File: src/rtl/pilot_locator.sv
module pilot_locator #(
  parameter int DATA_LEN  = 1440,
  parameter int PILOT_LEN = 36
) (
  input  logic       clk,
  input  logic       rst,
  input  logic       sym_valid,
  input  logic       sof,
  input  logic       pilots_in,
  output logic       pilot_valid,
  output logic [5:0] pilot_idx
);
  localparam int CW = $clog2((DATA_LEN > PILOT_LEN) ? DATA_LEN : PILOT_LEN);

  logic [CW-1:0] cnt;
  logic          in_pilot;
  logic          active;
  logic          has_pilots;

  wire data_end  = !in_pilot && (cnt == CW'(DATA_LEN - 1));
  wire pilot_end =  in_pilot && (cnt == CW'(PILOT_LEN - 1));

  always_ff @(posedge clk) begin
    if (rst) begin
      cnt        <= '0;
      in_pilot   <= 1'b0;
      active     <= 1'b0;
      has_pilots <= 1'b0;
    end else if (sof) begin
      cnt        <= '0;
      in_pilot   <= 1'b0;
      active     <= 1'b1;
      has_pilots <= pilots_in;
    end else if (sym_valid && active) begin
      if (data_end || pilot_end) begin
        cnt      <= '0;
        in_pilot <= !in_pilot;
      end else begin
        cnt <= cnt + 1'b1;
      end
    end
  end

  assign pilot_valid = sym_valid && !sof && active && has_pilots && in_pilot;
  assign pilot_idx   = pilot_valid ? 6'(cnt) : 6'd0;
endmodule

File: config.mk
export PLATFORM = sky130hd
export DESIGN_NAME = pilot_locator
export DESIGN_NICKNAME = d
export VERILOG_FILES = /design/src/rtl/pilot_locator.sv
export SDC_FILE = /design/constraint.sdc
export NUM_CORES = 1
export LEC_CHECK = 0
export BUFFER_PORTS_ARGS = -buffer_cell sky130_fd_sc_hd__buf_2
export CAP_MARGIN = 20
export CORE_UTILIZATION = 52
export CTS_CLUSTER_DIAMETER = 50
export DETAILED_ROUTE_END_ITERATION = 16
export PLACE_DENSITY = 0.81
export SLEW_MARGIN = 20
export SYNTH_ARGS = -nofsm -noshare
export SYNTH_HDL_FRONTEND = slang
export SYNTH_SLANG_ARGS = --single-unit
File: constraint.sdc
create_clock -name clk -period 2.05 [get_ports clk]
set_input_delay 0.205 -clock clk [delete_from_list [all_inputs] [get_ports clk]]
set_output_delay 0.205 -clock clk [all_outputs]
set_load 0.1 [all_outputs]
# Yosys cells after proc, flatten, opt, wreduce, memory -nomap -nowiden
# Cells that the tools add are included.
# classes
addsub	1
eq_ne	2
mux	2
n_reduce_logical	12
# ops
operator	count
adder 11 x 1 -> 11 bit, second input constant	1
equality test 11 bit, second input constant	1
equality test 11 x 6 -> 1 bit, second input constant	1
two-way mux 11 bit	1
logical AND 1 bit	7
two-way mux 6 bit	1
logical NOT 1 bit	2
AND reduction 2 bit	1
OR reduction 2 bit	1
logical OR 1 bit	1
# word_totals
regBits	14
input_bits	5
out_inout_bits	7
elab_cells	21

# Logic depth before layout (Yosys ltp)
# Gate-level depths: netlist of the first run.
# logic_depth
depth_word	6
mapped_depth	6
ltp_nobuf	5

# Worst setup path before layout of the first run
# OpenSTA, ideal clock, no wires.
# synth_path
path_kind	reg2out
startpoint	register active
endpoint	output pilot_idx[0]
arrival_time_ns	2.615
required_ns	1.845
setup_slack_ns	-0.770
path_stages_with_launch	6
path_buffers	2
cell_sequence	dfxtp_1 -> and2_1 -> clkbuf_1 -> and3_1 -> clkbuf_1 -> and2_1
# synth_via
elab_chain_cells	4
# synth_rtl
item	line	rtl
start, declared	17	logic active;
start signal, assigned	27	active <= 1'b0;
start signal, assigned	32	active <= 1'b1;
logical AND 1 bit (3 in series)	44	assign pilot_valid = sym_valid && !sof && active && has_pilots && in_pilot;
via pilot_valid	10	output logic pilot_valid,
two-way mux 6 bit	45	assign pilot_idx = pilot_valid ? 6'(cnt) : 6'd0;
end, declared	11	output logic [5:0] pilot_idx
# The timed path passes the listed nets, and every way through them passes these cells.

# Worst setup path in the final report of the first run
# layout_path
startpoint	register active
endpoint	output pilot_idx[3]
# layout_via
elab_chain_cells	4
# layout_rtl
item	line
logical AND 1 bit (3 in series)	44
two-way mux 6 bit	45
# Every way passes these cells.

==> results of run 1 <==
## path summary, 6_finish.rpt
check             startpoint           end  slack (ns)
setup / recovery      active  pilot_idx[3]        0.16
hold / removal           rst    has_pilots        0.11
setup reg to reg      cnt[2]      in_pilot        0.19
hold reg to reg       active        active        0.51
## sequential cells by signal, indices dropped and copies added (netlist names)
register,count
active,1
cnt,11
has_pilots,1
in_pilot,1
## critical path: stages (launching register included)
cell	delay (ns)
dfxtp_1	0.37
and2_1	0.25
and3_1	0.29
and2_2	0.17
clkbuf_4	0.32
## through the flow
| stage | setup slack [ns] | instances | hold slack [ns] | total power, uW |
|---|---|---|---|---|
| 2_1_floorplan | -0.0209 | 83 | 0.277 | 295 |
| 3_3_place_gp | 0.253 | 105 | 0.392 | 301 |
| 3_5_place_dp | 0.206 | 105 | 0.399 | 302 |
| 4_1_cts | 0.0381 | 108 | 0.0969 | 451 |
| 5_1_grt | 0.0545 | 108 | 0.104 | 462 |
| 6_report | 0.161 | 108 | 0.110 | 442 |
## per-layer routing
metal	track usage	wire length, um
met5	0	0
met4	0.155	38
met3	0.0341	44
met2	0.296	605
met1	0.254	621
## area by class of cell
type                       count  area, um^2  share of cell area
sequential                    14         280               0.338
inverter                       3        11.3              0.0136
tap                           15        18.8              0.0226
timing repair buffer          12        77.6              0.0935
multi-input combinational     61         419               0.505
clock buffer                   3        22.5              0.0271
## kinds of logic after synthesis
kind of cell             Yosys count  synth area share
AO/OA/AOI/OAI                      2            0.0448
XOR/XNOR                          10             0.121
adder cells (fa/ha/maj)            1            0.0172
buffers and inverters              8            0.0465
flip-flops                        14             0.386
multiplexers                       2            0.0293
AND/OR/NAND/NOR                   46             0.355
## power by group
part           switching, uW  leakage [uW]  internal [uW]
sequential              2.39      0.000113            275
clock                   78.5     0.0000138           68.1
combinational           10.4      0.000153           7.69
## cells in the mapped netlist
library cell	number
nor3_1	15
dfxtp_1	14
and2_1	7
xnor2_1	7
nor2_1	6
clkbuf_1	4
nand4_1	4
inv_1	3
nand2_1	3
xor2_1	3
nand3_1	2
nor4b_1	2
a2111oi_4	1
a21oi_1	1
and3_1	1
buf_4	1
ha_1	1
mux2_1	1
mux2i_1	1
nand2b_1	1
nand3_2	1
nor2b_1	1
nor4_1	1
or2_2	1
or4_4	1
## timing repair
| item | CTS | global route |
|---|---|---|
| endpoints found under the setup margin | 0 | 6 |
| gates resized for setup | 0 | 6 |
| buffers inserted | 0 | 0 |
==> qor.txt, run 1 <==
Core region area -> 1300 um^2
Final setup vio count -> 0
Total Neg Setup Slack -> 0 ns
Clk_skew -> 0.00430 ns
CTS root buf -> clkbuf_4
VDD IR max -> 316 uV
Post-synth top area share -> 0.386
CP Capture Type -> output port
Placer Congestion -> 0.799
Syn avg cell area -> 8.74 um^2
Final worst path period share -> 0.921
Synth cell types -> 25
Boundary pin count -> 12
Kind of critical path -> register to output port
First-pass GRT wire length -> 2.01 mm
LEAKAGE -> 0.000280 uW
Die area -> 1550 um^2
Fraction of layout cells with a size suffix above 1 -> 0.269
Area delta synth->final -> 14.3%
Worst Tran Pin Value -> 0.483 ns
CTS max path bufs -> 2
Cell area after layout -> 830 um^2
Post-CTS Hold Buffers -> 0
Synthesized flop and latch total -> 14
Outcome -> complete, no violations
Area leader, netlist -> dfxtp_1
1st-iter DRT viols -> 10
ANT cells -> 0
Reg clk slew, reported paths -> 0.07 ns
Post-layout util -> 0.638
Reg2reg path depth -> 4
Synth area leaders -> dfxtp_1 (39%), nor3_1 (10%), xnor2_1 (8.4%)
Die Ht -> 39.4 um
Total Routed Length -> 1.31 mm
Die width -> 39.4 um
WL/cell -> 12.1 um
Number of cell rows -> 13
Hpwl dp -> 986 um
Most common cell after layout, fill and taps aside -> nor3_1
CTS tree -> built
Post-synthesis sequential area ratio -> 0.386
Worst Path Required -> 1.85 ns
Cell Area, Placed -> 792 um^2
H-tree Lvls -> 1
Vias -> 596
Starting density of the core -> 0.558
Port Buf Inserts -> 11
Initial antenna violation count -> 0
Final #Nets -> 101
Relative slew slack -> 0.680
GRT Total Usage -> 0.200
Gr ovfl total -> 0
CTS Buf Count -> 3
Synth Cell Area -> 726 um^2
Via-per-instance ratio -> 5.52
Fillcell total -> 121
Hold Violations, Final -> 0
DRC violations left -> 0
Leading cell types in the layout, fill and taps excluded -> nor3_1 (15), dfxtp_1 (14), clkbuf_4 (9), xnor2_1 (7)
Critical Path Fanout Max -> 7
Startpoint types -> register
Routed Antenna Nets -> 0
Vias in the first global route -> 483
Sinks on Clock Net -> 14
Final min period -> 1.89 ns
Hold Path Class -> input pin to register
RSZ-0062 raised after global routing -> false
Worst hold path cell count -> 2
Yosys warnings -> 0
Syn_nets -> 89
Maximum clock rate -> 530 MHz
Largest net degree at the start of global routing -> 14
Clk_lat worst skew -> 0.27 ns
Worst EP arrival -> 1.68 ns
DRT Pass-1 Iters -> 4
PD cells -> 533 nW/um^2
Final Slew Violations -> 0
Cells after synthesis -> 83
Max Cap Viol -> 0
(Power assumes the default switching activity.)
==> run 2: changes to the inputs <==
CORE_UTILIZATION = 40   (was 52)
PLACE_DENSITY = 0.66   (was 0.81)
==> run 2 against run 1 <==
Effect of this change: sequential power is essentially flat; sequential cell count is the same; non-clock buffer count grew 1; total power grew 13%; critical endpoint is now pilot_idx[1]; register-to-register slack gained 0.05 ns; clock-buffer cell count grew 1.
==> qor.txt, run 2 (synthesis gave the netlist of run 1 again) <==
CTS root buf -> clkbuf_4
Routed Antenna Nets -> 0 (unchanged)
Final worst slack -> 0.173 ns (+0.0111 ns)
Clk pwr share -> 0.411 (+0.079)
Port Buf Inserts -> 11 (unchanged)
Post-CTS Hold Buffers -> 0 (unchanged)
Startpoint types -> register
Fillcell total -> 161 (+33%)
Hold Path Class -> input pin to register
Worst EP arrival -> 1.67 ns (about the same)
Reg clk slew, reported paths -> 0.09 ns (+0.02 ns)
Part of the power in combinational logic -> 0.036 (-0.005)
Final Non-Filler Cells -> 120 (+11%)
Clk_lat worst skew -> 0.29 ns (+0.02 ns)
Core region area -> 1710 um^2 (+31%)
Outcome -> complete, no violations
Final worst path period share -> 0.916 (-0.00543)
Boundary pin count -> 12 (unchanged)
RSZ-0062 raised after global routing -> false
Sinks on Clock Net -> 14 (unchanged)
H-tree Lvls -> 1 (unchanged)
Placer Congestion -> 0.732 (-8.4%)
Initial antenna violation count -> 0 (unchanged)
Max Cap Viol -> 0 (unchanged)
Slowest CP cell -> dfxtp_1
LEAKAGE -> 0.000292 uW (+4.0%)
Gr ovfl total -> 0 (unchanged)
Max reg flops -> 11 (unchanged)
Die area -> 1990 um^2 (+28%)
Largest net degree at the start of global routing -> 14 (unchanged)
Kind of critical path -> register to output port
Fraction of layout cells with a size suffix above 1 -> 0.284 (+0.0154)
1st-iter DRT viols -> 21 (+11)
Final setup vio count -> 0 (unchanged)
Post-CTS Setup Inserts -> 0 (unchanged)
ANT cells -> 0 (unchanged)
Final min period -> 1.88 ns (-0.0111 ns)
Relative slew slack -> 0.680 (about the same)
Register area -> 280 um^2 (unchanged)
Internal power -> 391 uW (+11%)
Final Slew Violations -> 0 (unchanged)
Die width -> 44.6 um (+13%)
PD cells -> 581 nW/um^2 (+9.0%)
Switching part of the total -> 0.220 (+0.0138)
Hpwl dp -> 1000 um (+1.4%)
Area delta synth->final -> 19.0%
Worst Tran Pin Value -> 0.483 ns (-0.000492 ns)
Via-per-instance ratio -> 5.13 (-7.1%)
Pre-CTS setup slack -> 0.265 ns (+0.0591 ns)
Most common cell after layout, fill and taps aside -> nor3_1
Slowest cell delay on critical path -> 0.37 ns (about the same)
WL/cell -> 11.8 um (-2.8%)
Starting density of the core -> 0.425 (-0.133)
Sequential share of power -> 0.553 (-0.074)
Critical Path Fanout Max -> 7 (unchanged)
Worst Path Required -> 1.85 ns (about the same)
Top delay family on crit path -> simple AND/OR/NAND/NOR gates
Clk_skew -> 0.00208 ns (-0.00222 ns)
CTS tree -> built
Final #Nets -> 102 (+0.99%)
Biggest register -> cnt
NetSw -> 110 uW (+21%)
Leading cell types in the layout, fill and taps excluded -> nor3_1 (15), dfxtp_1 (14), clkbuf_4 (9), xnor2_1 (7)
Fin Hold WS -> 0.0875 ns (-0.0221 ns)
VDD IR max -> 358 uV (+14%)
GRT Total Usage -> 0.169 (-0.0310)
Multi-input gate area -> 419 um^2 (unchanged)
Buffers plus inverters on the worst setup path -> 1 (unchanged)
Placed insts -> 116 (+10%)
DRT Pass-1 Iters -> 4 (unchanged)
Vias in the first global route -> 566 (+17%)
CP Capture Type -> output port
Total Routed Length -> 1.41 mm (+8.0%)
CP Cell Sequence -> and2_1 > and3_1 > and2_2 > clkbuf_4
Maximum clock rate -> 533 MHz (+0.59%)
CTS max path bufs -> 2 (unchanged)
Number of cell rows -> 15 (+2)
First-pass GRT wire length -> 2.39 mm (+19%)
CTS Buf Count -> 3 (unchanged)
DRC violations left -> 0 (unchanged)
Die Ht -> 44.6 um (+13%)
Vias -> 615 (+3.2%)
Hold Violations, Final -> 0 (unchanged)
==> run 2: cell count changes in the layout (fill, tap and decap cells not counted) <==
cell	delta
buf_4	+1
clkbuf_8	+1
==> run 2: power groups by stage <==
stage	clock, uW	sequential, uW	combinational, uW
global placement	0	283	17.8
CTS	211	277	18.3
finish	206	277	18.1
floorplan	0	283	11.7
detailed placement	0	284	18.3
global route	217	278	20.4
==> run 2: final timing paths <==
check / start / to / slack, ns / cells after the start
worst max-delay path: active / pilot_idx[1] / 0.17 / 4
worst min-delay path: rst / active / 0.09 / 2
worst max register to register: cnt[7] / in_pilot / 0.24 / 4
worst min register to register: active / active / 0.50 / 2
==> run 2: final cells by class <==
cell class | count | area share
Tap cell | 25 | 0.0362
Sequential cell | 14 | 0.325
Multi-Input combinational cell | 61 | 0.486
Clock buffer | 4 | 0.0420
Inverter | 3 | 0.0130
Timing Repair Buffer | 13 | 0.0986
==> run 2: layer usage <==
layer  part of all wire  routed length (um)  global-route usage  up-vias
met5                  0                   0                   0        -
met4              0.033                  46               0.133        0
met3              0.034                  48              0.0245        5
met2               0.48                 681               0.265       20
met1               0.45                 636               0.207      279
li1                   -                   -                   -      311
==> run 2: repair_timing <==
action                                  in CTS  in global routing
endpoints found under the hold margin        0                  0
endpoints found under the setup margin       0                  6
resized for setup                            0                  6
==> run 2: worst reg2reg max path, delay by kind of cell, from the launching register on <==
| kind | cells | cell delay (ns) |
|---|---|---|
| flops | 1 | 0.41 |
| simple gates | 2 | 0.61 |
| compound gates | 1 | 0.33 |
| mux | 1 | 0.35 |
==> run 2: per-stage QoR <==
stage / setup TNS, ns / power (uW) / instance area (um^2) / utilization
floorplan: -0.125 / 295 / 734 / -
global placement: 0 / 301 / 812 / 0.475
detailed placement: 0 / 302 / 812 / 0.475
CTS: 0 / 506 / 848 / 0.497
global route: 0 / 515 / 863 / 0.505
finish: 0 / 501 / 863 / 0.505
==> run 3: changes to the inputs <==
CORE_UTILIZATION = 45   (was 40)
PLACE_DENSITY = 0.72   (was 0.66)
==> run 3 against run 2 <==
Effect of this change: register-to-register slack improved by 0.03 ns; first-iteration DRC count unchanged; core utilization up 6.0 points; critical path depth is the same; die area is 11% lower; sequential cell count unchanged; routed wire length rose by 0.57%; maximum frequency about the same; total power fell by 1.1%; via count rose by 0.49%.
==> qor.txt, run 3 (synthesis gave the netlist of run 1 again) <==
Total Routed Length -> 1.42 mm (+0.57%)
H-tree Lvls -> 1 (unchanged)
1st-iter DRT viols -> 21 (unchanged)
Startpoint types -> register
Final Non-Filler Cells -> 111 (-7.5%)
CTS root buf -> clkbuf_4
Hold Path Class -> input pin to register
Die area -> 1780 um^2 (-11%)
Gr ovfl total -> 0 (unchanged)
DRC violations left -> 0 (unchanged)
Final min period -> 1.88 ns (+0.000679 ns)
Post-CTS sizing -> 0 (unchanged)
Starting density of the core -> 0.482 (+0.0568)
WL/cell -> 12.8 um (+8.7%)
CTS max path bufs -> 2 (unchanged)
Placer Congestion -> 0.795 (+8.6%)
Final setup vio count -> 0 (unchanged)
Critical Path Fanout Max -> 7 (unchanged)
RSZ-0062 raised after global routing -> false
GRT Total Usage -> 0.178 (+0.00826)
First-pass GRT wire length -> 2.34 mm (-2.3%)
Post-CTS Setup Inserts -> 0 (unchanged)
Sinks on Clock Net -> 14 (unchanged)
FF-to-FF setup slack -> 0.27 ns (+0.03 ns)
Grt met1 use -> 0.220 (+0.0134)
GR Util met3 -> 0.0129 (-0.0116)
Relative slew slack -> 0.680 (about the same)
Reg clk slew, reported paths -> 0.09 ns (about the same)
Final Slew Violations -> 0 (unchanged)
Multi-input gate area -> 419 um^2 (unchanged)
Max Cap Viol -> 0 (unchanged)
DRT Pass-1 Iters -> 4 (unchanged)
Clk_lat worst skew -> 0.28 ns (about the same)
Register area -> 280 um^2 (unchanged)
Largest net degree at the start of global routing -> 14 (unchanged)
Boundary pin count -> 12 (unchanged)
LEAKAGE -> 0.000292 uW (unchanged)
Routed Antenna Nets -> 0 (unchanged)
Worst Tran Pin Value -> 0.483 ns (+0.000441 ns)
Post-layout util -> 0.566 (+0.0601)
Biggest register -> cnt
Placed insts -> 107 (-7.8%)
Post-CTS Hold Buffers -> 0 (unchanged)
CTS tree -> built
Area delta synth->final -> 17.4%
Most common cell after layout, fill and taps aside -> nor3_1
Worst EP arrival -> 1.67 ns (about the same)
Hold Violations, Final -> 0 (unchanged)
Outcome -> complete, no violations
Tot Pwr -> 496 uW (-1.1%)
VDD IR max -> 302 uV (-16%)
Core region area -> 1510 um^2 (-12%)
Max reg flops -> 11 (unchanged)
Leading cell types in the layout, fill and taps excluded -> nor3_1 (15), dfxtp_1 (14), clkbuf_4 (9), xnor2_1 (7)
Hpwl dp -> 1.02 mm (+2.2%)
ANT cells -> 0 (unchanged)
Fraction of layout cells with a size suffix above 1 -> 0.284 (unchanged)
Reg2reg path depth -> 4 (unchanged)
Number of cell rows -> 14 (-1)
Die width -> 42.2 um (-5.5%)
PD cells -> 582 nW/um^2 (+0.18%)
Kind of critical path -> register to output port
CP Capture Type -> output port
Final #Nets -> 102 (unchanged)
Maximum clock rate -> 532 MHz (about the same)
Final worst path period share -> 0.916 (about the same)
CTS Buf Count -> 3 (unchanged)
Met2 global-route usage -> 0.288 (+0.0228)
Via-per-instance ratio -> 5.57 (+8.6%)
Initial antenna violation count -> 0 (unchanged)
Vias in the first global route -> 558 (-1.4%)
Die Ht -> 42.2 um (-5.5%)
Fillcell total -> 144 (-11%)
Grt peak-use layer -> met2
Clk_skew -> 0.00635 ns (+0.00427 ns)
Worst Path Required -> 1.85 ns (about the same)
Port Buf Inserts -> 11 (unchanged)
Worst hold path cell count -> 2 (unchanged)
Vias -> 618 (+0.49%)
run 3: cell counts in the layout (fill, tap and decap cells not counted):
No cell type changed its count.
run 3: layer usage:
layer  wire, um  share of wire  vias to the layer above
met4         38          0.027                        0
met3         38          0.027                        4
met1        660           0.46                      287
met5          0              0                        -
met2        683           0.48                       16
li1           -              -                      311
run 3: area by class of cell:
cell class	count	share of cell area
Clock buffer	4	0.0426
Sequential cell	14	0.329
Tap cell	16	0.0235
Inverter	3	0.0132
Multi-Input combinational cell	61	0.492
Timing Repair Buffer	13	0.0999
run 3: worst paths after layout:
check             startpoint           end
setup / recovery      active  pilot_idx[4]
hold reg to reg       active        active
setup reg to reg      cnt[7]      in_pilot
hold / removal           rst        active
run 3: metrics by stage:
| step | setup slack, ns | hold slack (ns) | TNS (ns) | area (um^2) |
|---|---|---|---|---|
| floorplan | -0.0209 | 0.277 | -0.125 | 734 |
| global placement | 0.303 | 0.387 | 0 | 801 |
| detailed placement | 0.269 | 0.395 | 0 | 801 |
| CTS | 0.0659 | 0.0928 | 0 | 837 |
| global route | 0.0445 | 0.0850 | 0 | 852 |
| finish | 0.172 | 0.0926 | 0 | 852 |
run 3: power by group:
group	internal, uW	total [uW]	leakage, uW	switching [uW]
clock	108	200	0.0000210	91.7
sequential	275	277	0.000113	2.47
combinational	7.71	18.6	0.000157	10.9
run 3: worst max-delay path: stages, from the launching register on:
cell      delay, ns
dfxtp_1        0.37
and2_1         0.25
and3_1         0.29
and2_2         0.16
clkbuf_4       0.32
